`src/rtl/pls_pkg.sv`:
```
package pls_pkg;
  localparam int SLOTS  = 7;
  localparam int CH_W   = 8;
  localparam int PIX_W  = 3 * CH_W;
  localparam int LANES  = 4;
  localparam int CTL_W  = 3;
  localparam int WORD_W = LANES * SLOTS;
  localparam int CNT_W  = $clog2(SLOTS);

  typedef logic [SLOTS-1:0] slot_vec_t;

  // Lane-major packing: bit (lane*SLOTS + slot).
  function automatic logic [WORD_W-1:0] map_pixel(
    input logic [PIX_W-1:0] pix,
    input logic [CTL_W-1:0] ctl
  );
    logic [WORD_W-1:0] w;
    w = '0;
    for (int s = 0; s < SLOTS; s++) begin
      w[0*SLOTS + s] = pix[2*CH_W + s];
      w[1*SLOTS + s] = pix[1*CH_W + s];
      w[2*SLOTS + s] = pix[s];
    end
    w[3*SLOTS + 0] = pix[3*CH_W - 1];
    w[3*SLOTS + 1] = pix[2*CH_W - 1];
    w[3*SLOTS + 2] = pix[CH_W - 1];
    w[3*SLOTS + 3] = ctl[0];
    w[3*SLOTS + 4] = ctl[1];
    w[3*SLOTS + 5] = ctl[2];
    w[3*SLOTS + 6] = 1'b0;
    return w;
  endfunction

  // High for the first half (rounded up) of the slots, then low.
  function automatic slot_vec_t clk_pattern();
    slot_vec_t p;
    for (int s = 0; s < SLOTS; s++) p[s] = (s < (SLOTS + 1) / 2);
    return p;
  endfunction
endpackage

```
`src/rtl/pls_lane_mapper.sv`:
```
module pls_lane_mapper
  import pls_pkg::*;
(
  input  logic              grp_en,
  input  logic [PIX_W-1:0]  pix,
  input  logic [CTL_W-1:0]  ctl,
  output logic [WORD_W-1:0] word
);
  always_comb begin
    word = grp_en ? map_pixel(pix, ctl) : '0;
  end
endmodule

```
`src/rtl/pls_shift_lane.sv`:
```
module pls_shift_lane #(
  parameter int SLOTS = 7
) (
  input  logic             clk,
  input  logic             rst_n,
  input  logic             clr,
  input  logic             load,
  input  logic [SLOTS-1:0] d,
  output logic             q
);
  logic [SLOTS-1:0] sh;

  always_ff @(posedge clk or negedge rst_n) begin
    if (!rst_n)    sh <= '0;
    else if (clr)  sh <= '0;
    else if (load) sh <= d;
    else           sh <= {1'b0, sh[SLOTS-1:1]};
  end

  assign q = sh[0];

  // slot 0 of a loaded word is on the lane right after the load edge
  p_load_slot0_r2: assert property (@(posedge clk) disable iff (!rst_n)
    (load && !clr) |=> (q == $past(d[0])));

  // clear empties the lane
  p_clr_low_r9: assert property (@(posedge clk) disable iff (!rst_n)
    clr |=> !q);
endmodule

```
`src/rtl/pls_slot_tracker.sv`:
```
module pls_slot_tracker
  import pls_pkg::*;
(
  input  logic             clk,
  input  logic             rst_n,
  input  logic             clr,
  input  logic             load,
  output logic             word_live,
  output logic [CNT_W-1:0] slot_idx
);
  localparam logic [CNT_W-1:0] LAST = CNT_W'(SLOTS - 1);

  always_ff @(posedge clk or negedge rst_n) begin
    if (!rst_n) begin
      word_live <= 1'b0;
      slot_idx  <= '0;
    end else if (clr) begin
      word_live <= 1'b0;
      slot_idx  <= '0;
    end else if (load) begin
      word_live <= 1'b1;
      slot_idx  <= '0;
    end else if (word_live) begin
      if (slot_idx == LAST) begin
        word_live <= 1'b0;
        slot_idx  <= '0;
      end else begin
        slot_idx <= slot_idx + 1'b1;
      end
    end
  end

  // slot position never passes the last slot
  p_slot_range_r2: assert property (@(posedge clk) disable iff (!rst_n)
    word_live |-> (slot_idx <= LAST));

  // the last slot without a new load ends the word
  p_word_end_r8: assert property (@(posedge clk) disable iff (!rst_n)
    (word_live && slot_idx == LAST && !load) |=> !word_live);
endmodule

```
`src/rtl/pixel_lane_serializer.sv`:
```
module pixel_lane_serializer
  import pls_pkg::*;
#(
  parameter int N_GRP = 2
) (
  input  logic                   clk,
  input  logic                   rst_n,
  input  logic                   pix_stb,
  input  logic                   dual_en,
  input  logic                   pwr_dn,
  input  logic [N_GRP*PIX_W-1:0] pix_in,
  input  logic [CTL_W-1:0]       ctl_in,
  output logic [N_GRP*LANES-1:0] lane_q,
  output logic                   clk_lane
);
  localparam int N_LANES = N_GRP * LANES;

  logic             load_fire;
  logic             word_live;
  logic [CNT_W-1:0] slot_idx;
  logic [WORD_W-1:0] grp_word [N_GRP];

  assign load_fire = pix_stb & ~pwr_dn;

  for (genvar g = 0; g < N_GRP; g++) begin : g_grp
    logic grp_en;
    assign grp_en = (g == 0) ? 1'b1 : dual_en;

    pls_lane_mapper u_map (
      .grp_en (grp_en),
      .pix    (pix_in[g*PIX_W +: PIX_W]),
      .ctl    (ctl_in),
      .word   (grp_word[g])
    );

    for (genvar l = 0; l < LANES; l++) begin : g_lane
      pls_shift_lane #(.SLOTS(SLOTS)) u_lane (
        .clk   (clk),
        .rst_n (rst_n),
        .clr   (pwr_dn),
        .load  (load_fire),
        .d     (grp_word[g][l*SLOTS +: SLOTS]),
        .q     (lane_q[g*LANES + l])
      );
    end
  end

  pls_shift_lane #(.SLOTS(SLOTS)) u_clk_lane (
    .clk   (clk),
    .rst_n (rst_n),
    .clr   (pwr_dn),
    .load  (load_fire),
    .d     (clk_pattern()),
    .q     (clk_lane)
  );

  pls_slot_tracker u_track (
    .clk       (clk),
    .rst_n     (rst_n),
    .clr       (pwr_dn),
    .load      (load_fire),
    .word_live (word_live),
    .slot_idx  (slot_idx)
  );

  // with no live word every lane is idle
  p_idle_when_empty_r8: assert property (@(posedge clk) disable iff (!rst_n)
    !word_live |-> (lane_q == '0 && !clk_lane));

  // power-down idles all outputs one edge later
  p_pwrdn_idle_r9: assert property (@(posedge clk) disable iff (!rst_n)
    pwr_dn |=> (lane_q == '0 && !clk_lane));

  // the clock lane is high on slot 0 of every word
  p_clk_rise_r5: assert property (@(posedge clk) disable iff (!rst_n)
    load_fire |=> clk_lane);

  // the clock lane is low on the last slot
  p_clk_tail_r5: assert property (@(posedge clk) disable iff (!rst_n)
    (word_live && slot_idx == CNT_W'(SLOTS - 1)) |-> !clk_lane);

  if (N_GRP > 1) begin : g_dual_chk
    // upper lanes stay low for a word loaded in single mode
    p_dual_off_r7: assert property (@(posedge clk) disable iff (!rst_n)
      (load_fire && !dual_en) |=> (lane_q[N_LANES-1:LANES] == '0));
  end
endmodule

```
`config.mk`:
```
export PLATFORM = sky130hd
export DESIGN_NAME = pixel_lane_serializer
export DESIGN_NICKNAME = d
export VERILOG_FILES = /design/src/rtl/pls_pkg.sv /design/src/rtl/pls_lane_mapper.sv /design/src/rtl/pls_shift_lane.sv /design/src/rtl/pls_slot_tracker.sv /design/src/rtl/pixel_lane_serializer.sv
export SDC_FILE = /design/constraint.sdc
export NUM_CORES = 1
export LEC_CHECK = 0
export BUFFER_PORTS_ARGS = -buffer_cell sky130_fd_sc_hd__buf_2
export CORE_MARGIN = 2
export CORE_UTILIZATION = 50
export CTS_BUF_LIST = sky130_fd_sc_hd__clkbuf_8
export DETAILED_ROUTE_END_ITERATION = 8
export PLACE_DENSITY = 0.84
export SLEW_MARGIN = 15
export SYNTH_ARGS = -nofsm -noshare
export SYNTH_HDL_FRONTEND = slang
export SYNTH_SLANG_ARGS = --single-unit
```
`constraint.sdc`:
```
create_clock -name clk -period 0.8 [get_ports clk]
set_input_delay 0.04 -clock clk [delete_from_list [all_inputs] [get_ports clk]]
set_output_delay 0.04 -clock clk [all_outputs]
set_load 0.02 [all_outputs]
```
==> metrics.md, run 1 <==
| Metric | Value |
|---|---|
| Status | `finished, violations left` |
| Failing checks | `setup timing` |
| Area share of the largest cell type after synthesis | `0.547` |
| Worst setup margin | `-97.6 ps` |
| CP max stage delay | `about 390 ps` |
| Initial Utilization | `0.520` |
| CP endpoint kind | `output port` |
| Max-slew violations | `0` |
| Syn Area/Cell | `12.8 µm²` |
| Kind of critical path | `register to output port` |
| Share of cells above drive strength 1 | `0.466` |
| Post-synth top flop | `dfrtp_1` |
| I/O pin cnt | `65` |
| Measured slew at the worst slew-check pin | `452 ps` |
| Accumulated negative setup slack | `-642 ps` |
| Worst vdd ir | `1.31 mV` |
| Critical path data arrival time | `about 860 ps` |
| MaxCap Viol Count | `0` |
| Die area | `between 5000 and 6000 µm²` |
| RSZ-0062 raised after global routing | `yes` |
| Critical path's slowest cell | `dfrtp_1` |
| Post-synthesis sequential area ratio | `0.547` |
| Number of synthesized flops with an enable pin | `0` |
| Pre-antenna DRT Iters | `4` |
| Total number of vias | `~1900` |
| Synth cell types | `17` |
| Required time of the critical path | `760 ps` |
| Ant diodes | `0` |
| First-pass GRT wire length | `about 9600 µm` |
| DRT iter0 DRCs | `80` |
| DP Worst Slack | `-72.6 ps` |
| Setup Skew | `~7.3 ps` |
| Post-Synthesis Cells | `207` |
| Ys Warns | `0` |
| Antenna violations before repair | `0` |
| Clock sink count | `58` |
| Pwr Total | `between 6000 and 7000 µW` |
| Top-count cell post-synth | `dfrtp_1` |
| CTS tree | `built` |
| Gpl congestion | `0.724` |
| Fin Hold WS | `roughly 1.5 ps` |
| WL final | `between 5000 and 6000 µm` |
| Worst rel slew slack | `0.698` |
| Final min period | `898 ps` |
| Post-synth top area cell | `dfrtp_1` |
| Maximum clock path buffer count | `2` |
| Clock Pin Slew Worst Setup and Hold Paths | `around 60 ps` |
| Top cells by count, synth | `dfrtp_1, mux2i_1` |
| Core area | `between 5000 and 6000 µm²` |
| Root Buffer | `clkbuf_8` |
| Final Setup Violations | `9` |
| Synthesis-to-layout area growth | `42.0%` |
| Die Span Y | `about 77 µm` |
| GRT Total Usage | `0.211` |
| Final #Nets | `381` |
| P_leak | `approximately 0.0018 µW` |
| Worst path buffer plus inverter count | `1` |
| H-tree Lvls | `3` |
| Port bufs | `64` |
| Synth area leaders | `dfrtp_1, mux2i_1, nand3_2` |
| Grt ovf | `0` |
| Postcts setup bufs | `0` |
| Pin count of the biggest net entering global routing | `59` |
| Via/cell ratio | `roughly 4.7` |
| Clk Latency, worst-skew pair | `roughly 330 ps` |
| CP top delay family | `flip-flops` |
| Worst-path maximum fanout | `1` |
| Highest Clock Rate | `approximately 1100 MHz` |
| Syn_nets | `263` |
| Residual DRC count | `0` |
| Power Density | `1790 nW/µm²` |
| Final antenna-violating net count | `0` |
| Wire per inst | `between 10 and 15 µm` |
| Period Utilization, post-route | `1.12` |
| Worst setup SP type | `register` |
| Final hold vios | `0` |
| Worst hold path type | `input port to register` |
| Dpl hpwl | `3120 µm` |
| Synthesized area | `roughly 2700 µm²` |
| Yosys reg bits | `58` |
| Num CTS Buffers | `9` |
| Crit path cell chain | `buf_6` |
| Chip Width | `76.9 µm` |
| Post-synth ARST share | `1.00` |
| # rows | `26` |
| Number of global-route vias before repair | `between 2000 and 2500` |
[cell families after synthesis]
| logic type | count (synthesis) | share of synthesized area |
|---|---|---|
| AOI/OAI and AO/OA | 23 | 0.0773 |
| buffers and inverters | 23 | 0.0815 |
| DFF | 58 | 0.547 |
| muxes | 23 | 0.0867 |
| and+or+nand+nor | 80 | 0.208 |
[layout by cell type, fill, tap and decap left out]
| master | synthesis | final |
|---|---|---|
| mux2i_1 | 23 | 23 |
| buf_12 | 4 | 4 |
| nand3_2 | 20 | 20 |
| clkinv_2 | 0 | 2 |
| buf_4 | 12 | 12 |
| buf_6 | 2 | 9 |
| and2b_1 | 1 | 1 |
| a32o_1 | 3 | 3 |
| and2_1 | 4 | 4 |
| clkbuf_8 | 0 | 11 |
| a21oi_2 | 20 | 20 |
| bufinv_16 | 0 | 1 |
| nor2_2 | 20 | 20 |
| dlygate4sd3_1 | 0 | 51 |
| dfrtp_1 | 58 | 58 |
| nor2b_1 | 1 | 1 |
| buf_2 | 4 | 54 |
| and3_1 | 4 | 4 |
| nand2b_1 | 20 | 20 |
| nor2_1 | 10 | 10 |
[layout make-up]
class / count / area (µm²)
Timing Repair Buffer: 130 / 1050
Multi-Input combinational cell: 126 / 987
Sequential cell: 58 / 1450
Tap cell: 70 / 87.6
Fill cell: 372 / 1340
Clock inverter: 3 / 40.0
Clock buffer: 11 / 151
[state kept, by name, indices dropped and copies added (netlist names)]
register and count:
g_grp.g_lane.u_lane.sh 54, u_clk_lane.sh 4
[where the power goes]
group	leakage, µW	switching, µW	total, µW	internal [µW]
Clock	0.000101	1080	2640	1560
Combinational	0.000904	456	987	530
Sequential	0.000779	42.3	3110	3060
Total	0.00178	1580	6730	5160
[worst paths after layout]
path	startpoint	end	slack, ps	depth (start not counted)
hold / removal	pix_in[7]	g_grp[0].g_lane[3].u_lane.sh[2]$_DFF_PN0_	1	3
setup / recovery	g_grp[0].g_lane[2].u_lane.sh[0]$_DFF_PN0_	lane_q[2]	-100	1
hold reg to reg	u_clk_lane.sh[3]$_DFF_PN0_	u_clk_lane.sh[2]$_DFF_PN0_	470	2
setup reg to reg	g_grp[0].g_lane[2].u_lane.sh[2]$_DFF_PN0_	g_grp[0].g_lane[2].u_lane.sh[1]$_DFF_PN0_	50	2
max in group asynchronous	rst_n	g_grp[1].g_lane[3].u_lane.sh[0]$_DFF_PN0_	300	3
min in group asynchronous	rst_n	g_grp[1].g_lane[0].u_lane.sh[2]$_DFF_PN0_	240	3
[per-layer routing]
layer | global-route usage | vias up | part of all wire
met1 | 0.248 | 906 | 0.43
met2 | 0.374 | 51 | 0.51
met4 | 0.0745 | 0 | 0.020
met5 | 0 | - | 0
met3 | 0.0541 | 12 | 0.041
li1 | - | 916 | -
[stage by stage]
stage,util,instances,instance area (µm²)
finish,0.738,398,3770
global route,0.738,398,3770
CTS,0.738,398,3770
detailed placement,0.590,333,3010
global placement,0.590,333,3010
floorplan,-,207,2660
[what timing repair did]
item / 4_1_cts / 5_1_grt
resized for setup: 18 / 0
cloned: 0 / 0
endpoints found under the hold margin: 111 / 0
endpoints found under the setup margin: 9 / 9
hold buffers: 51 / 0
No activity file was read; power rests on OpenSTA's default activity.
==> inputs of run 2 (changes only) <==
--- a/config.mk
+++ b/config.mk
@@ -7,10 +7,10 @@
 export LEC_CHECK = 0
 export BUFFER_PORTS_ARGS = -buffer_cell sky130_fd_sc_hd__buf_2
 export CORE_MARGIN = 2
-export CORE_UTILIZATION = 50
+export CORE_UTILIZATION = 35
 export CTS_BUF_LIST = sky130_fd_sc_hd__clkbuf_8
 export DETAILED_ROUTE_END_ITERATION = 8
-export PLACE_DENSITY = 0.84
+export PLACE_DENSITY = 0.65
 export SLEW_MARGIN = 15
 export SYNTH_ARGS = -nofsm -noshare
 export SYNTH_HDL_FRONTEND = slang
==> run 2 against run 1 <==
Net effect: sequential power hardly changed; critical endpoint is now clk_lane; worst setup slack gained 15 ps; count of clock-buffer cells in the layout is the same; the flow still finishes with violations (setup timing); routed wire length down 8.3%; sequential cell count stayed put; critical path depth is the same; largest cell class unchanged.
==> metrics.md, run 2 (synthesized netlist as in run 1, its figures left out) <==
| Metric | Value |
|---|---|
| Power Density | `1690 nW/µm² (was 1790 nW/µm²)` |
| CP top delay family | `flip-flops (unchanged)` |
| Most common cell after layout, fill and taps aside | `dfrtp_1 (unchanged)` |
| Worst-path maximum fanout | `1 (unchanged)` |
| DP Worst Slack | `-36.6 ps (was -72.6 ps)` |
| Core area | `7290 µm² (was 5110 µm²)` |
| Critical path's slowest cell | `dfrtp_1 (unchanged)` |
| Critical path data arrival time | `840 ps (was 860 ps)` |
| CP endpoint kind | `output port (unchanged)` |
| Pre-antenna DRT Iters | `4 (unchanged)` |
| Fillcell total | `684 (was 372)` |
| Worst setup SP type | `register (unchanged)` |
| Clk Latency, worst-skew pair | `330 ps (about the same)` |
| Residual DRC count | `0 (unchanged)` |
| Worst hold path type | `input port to register (unchanged)` |
| Share of cells above drive strength 1 | `0.462 (was 0.466)` |
| Grt ovf | `0 (unchanged)` |
| Final hold vios | `0 (unchanged)` |
| Fin area | `3790 µm² (was 3770 µm²)` |
| First-pass GRT wire length | `9270 µm (was 9600 µm)` |
| CP Depth | `1 (unchanged)` |
| Maximum clock path buffer count | `2 (unchanged)` |
| Total number of vias | `1880 (was 1885)` |
| Failing checks | `setup timing (unchanged)` |
| Crit path cell chain | `buf_6 (unchanged)` |
| Antenna violations before repair | `0 (unchanged)` |
| Max reg flops | `54 (unchanged)` |
| Die area | `8300 µm² (was 5910 µm²)` |
| GR peak layer | `met2 (unchanged)` |
| R2r setup slk | `110 ps (was 50 ps)` |
| Hold worst-path end | `g_grp[1].g_lane[3].u_lane.sh[5]$_DFF_PN0_ (was g_grp[0].g_lane[3].u_lane.sh[2]$_DFF_PN0_)` |
| Met3 Use GR | `0.0448 (was 0.0541)` |
| CP max stage delay | `390 ps (about the same)` |
| I/O pin cnt | `65 (unchanged)` |
| Kind of critical path | `register to output port (unchanged)` |
| CTS tree | `built (unchanged)` |
| FF-to-FF Start | `g_grp[0].g_lane[0].u_lane.sh[6]$_DFF_PN0_ (was g_grp[0].g_lane[2].u_lane.sh[2]$_DFF_PN0_)` |
| Met2 Use GR | `0.215 (was 0.374)` |
| Final antenna-violating net count | `0 (unchanged)` |
| Measured slew at the worst slew-check pin | `390 ps (was 452 ps)` |
| DRT iter0 DRCs | `76 (was 80)` |
| H-tree Lvls | `3 (unchanged)` |
| Final #Nets | `383 (was 381)` |
| Number of global-route vias before repair | `1973 (was 2094)` |
| Root Buffer | `clkbuf_8 (unchanged)` |
| Required time of the critical path | `760 ps (about the same)` |
| Accumulated negative setup slack | `-632 ps (was -642 ps)` |
| Status | `finished, violations left (unchanged)` |
| WL final | `5250 µm (was 5720 µm)` |
| Worst R2R End | `g_grp[0].g_lane[0].u_lane.sh[5]$_DFF_PN0_ (was g_grp[0].g_lane[2].u_lane.sh[1]$_DFF_PN0_)` |
| Port bufs | `64 (unchanged)` |
| Ant diodes | `0 (unchanged)` |
| DP Area | `3040 µm² (was 3010 µm²)` |
| Final Setup Violations | `9 (unchanged)` |
| Pin count of the biggest net entering global routing | `59 (unchanged)` |
| Chip Width | `91.1 µm (was 76.9 µm)` |
| Initial Utilization | `0.364 (was 0.520)` |
| Final min period | `882 ps (was 898 ps)` |
| Biggest regs | `g_grp.g_lane.u_lane.sh (54), u_clk_lane.sh (4) (unchanged)` |
| GRT Total Usage | `0.141 (was 0.211)` |
| Most frequent cells in the layout | `dfrtp_1, buf_2, dlygate4sd3_1 (unchanged)` |
| Max-slew violations | `0 (unchanged)` |
| Period Utilization, post-route | `1.10 (was 1.12)` |
| Clock sink count | `58 (unchanged)` |
| Worst vdd ir | `0.955 mV (was 1.31 mV)` |
| Worst Hold Launch | `pix_stb (was pix_in[7])` |
| Worst path buffer plus inverter count | `1 (unchanged)` |
| Num CTS Buffers | `9 (unchanged)` |
| Final Instance Count excl. Fillers | `430 (was 398)` |
| Post-Place Cells | `362 (was 333)` |
| Wire per inst | `12.2 µm (was 14.4 µm)` |
| Dpl hpwl | `3350 µm (was 3120 µm)` |
| Clock Pin Slew Worst Setup and Hold Paths | `60 ps (about the same)` |
| MaxCap Viol Count | `0 (unchanged)` |
| Worst rel slew slack | `0.740 (was 0.698)` |
| WHS Path Cells | `2 (was 3)` |
| Highest Clock Rate | `1130 MHz (was 1110 MHz)` |
| Biggest register | `g_grp.g_lane.u_lane.sh (unchanged)` |
| Die Span Y | `91.1 µm (was 76.9 µm)` |
| Worst r2r path cells | `2 (unchanged)` |
| Gpl congestion | `0.719 (was 0.724)` |
| Setup Skew | `3.57 ps (was 7.26 ps)` |
| Synthesis-to-layout area growth | `42.8% (was 42.0%)` |
| Post-layout util | `0.520 (was 0.738)` |
| # rows | `31 (was 26)` |
| P_leak | `0.00178 µW (about the same)` |
| Via/cell ratio | `4.37 (was 4.74)` |
| RSZ-0062 raised after global routing | `yes (unchanged)` |
| Worst setup margin | `-82.2 ps (was -97.6 ps)` |
| Grt met1 use | `0.190 (was 0.248)` |
==> run 2: metal layers <==
| layer | wire (µm) | up-vias |
|---|---|---|
| met4 | 52 | 0 |
| met3 | 272 | 5 |
| met2 | 2480 | 54 |
| met5 | 0 | - |
| li1 | - | 917 |
| met1 | 2440 | 904 |
==> run 2: repair_timing <==
action,4_1_cts,5_1_grt
endpoints found under the hold margin,112,0
resized for setup,18,0
hold buffers,53,0
buffers inserted,0,0
endpoints found under the setup margin,9,9
==> run 2: final cells by class <==
type	count	area [µm²]	area share
timing repair buffer	132	1060	0.279
clock inverter	4	18.8	0.00495
multi-input combinational	126	987	0.260
sequential	58	1450	0.383
clock buffer	11	151	0.0399
tap	99	124	0.0327
==> run 2: per-stage QoR <==
step | hold slack [ps] | power, µW
4_1_cts | 62.9 | 6510
3_5_place_dp | 68.9 | 3910
5_1_grt | 69.4 | 6730
6_report | 75.2 | 6400
3_3_place_gp | 71.0 | 3910
2_1_floorplan | -256 | 3630
==> run 2: how the worst max path moves through the flow <==
stage | slack [ps] | endpoint | startpoint
floorplan | 120 | g_grp[0].g_lane[0].u_lane.sh[3]$_DFF_PN0_ | pix_stb
global placement | -40 | g_grp[0].g_lane[0].u_lane.sh[4]$_DFF_PN0_ | pix_stb
detailed placement | -40 | g_grp[0].g_lane[0].u_lane.sh[3]$_DFF_PN0_ | pix_stb
CTS | -110 | clk_lane | u_clk_lane.sh[0]$_DFF_PN0_
global route | -130 | clk_lane | u_clk_lane.sh[0]$_DFF_PN0_
finish | -80 | clk_lane | u_clk_lane.sh[0]$_DFF_PN0_
==> run 2: power by group <==
| group | switching, µW | leakage (µW) | internal, µW |
|---|---|---|---|
| registers | 39.5 | 0.000779 | 3060 |
| logic | 441 | 0.000907 | 529 |
| clock network | 1080 | 0.0000961 | 1250 |
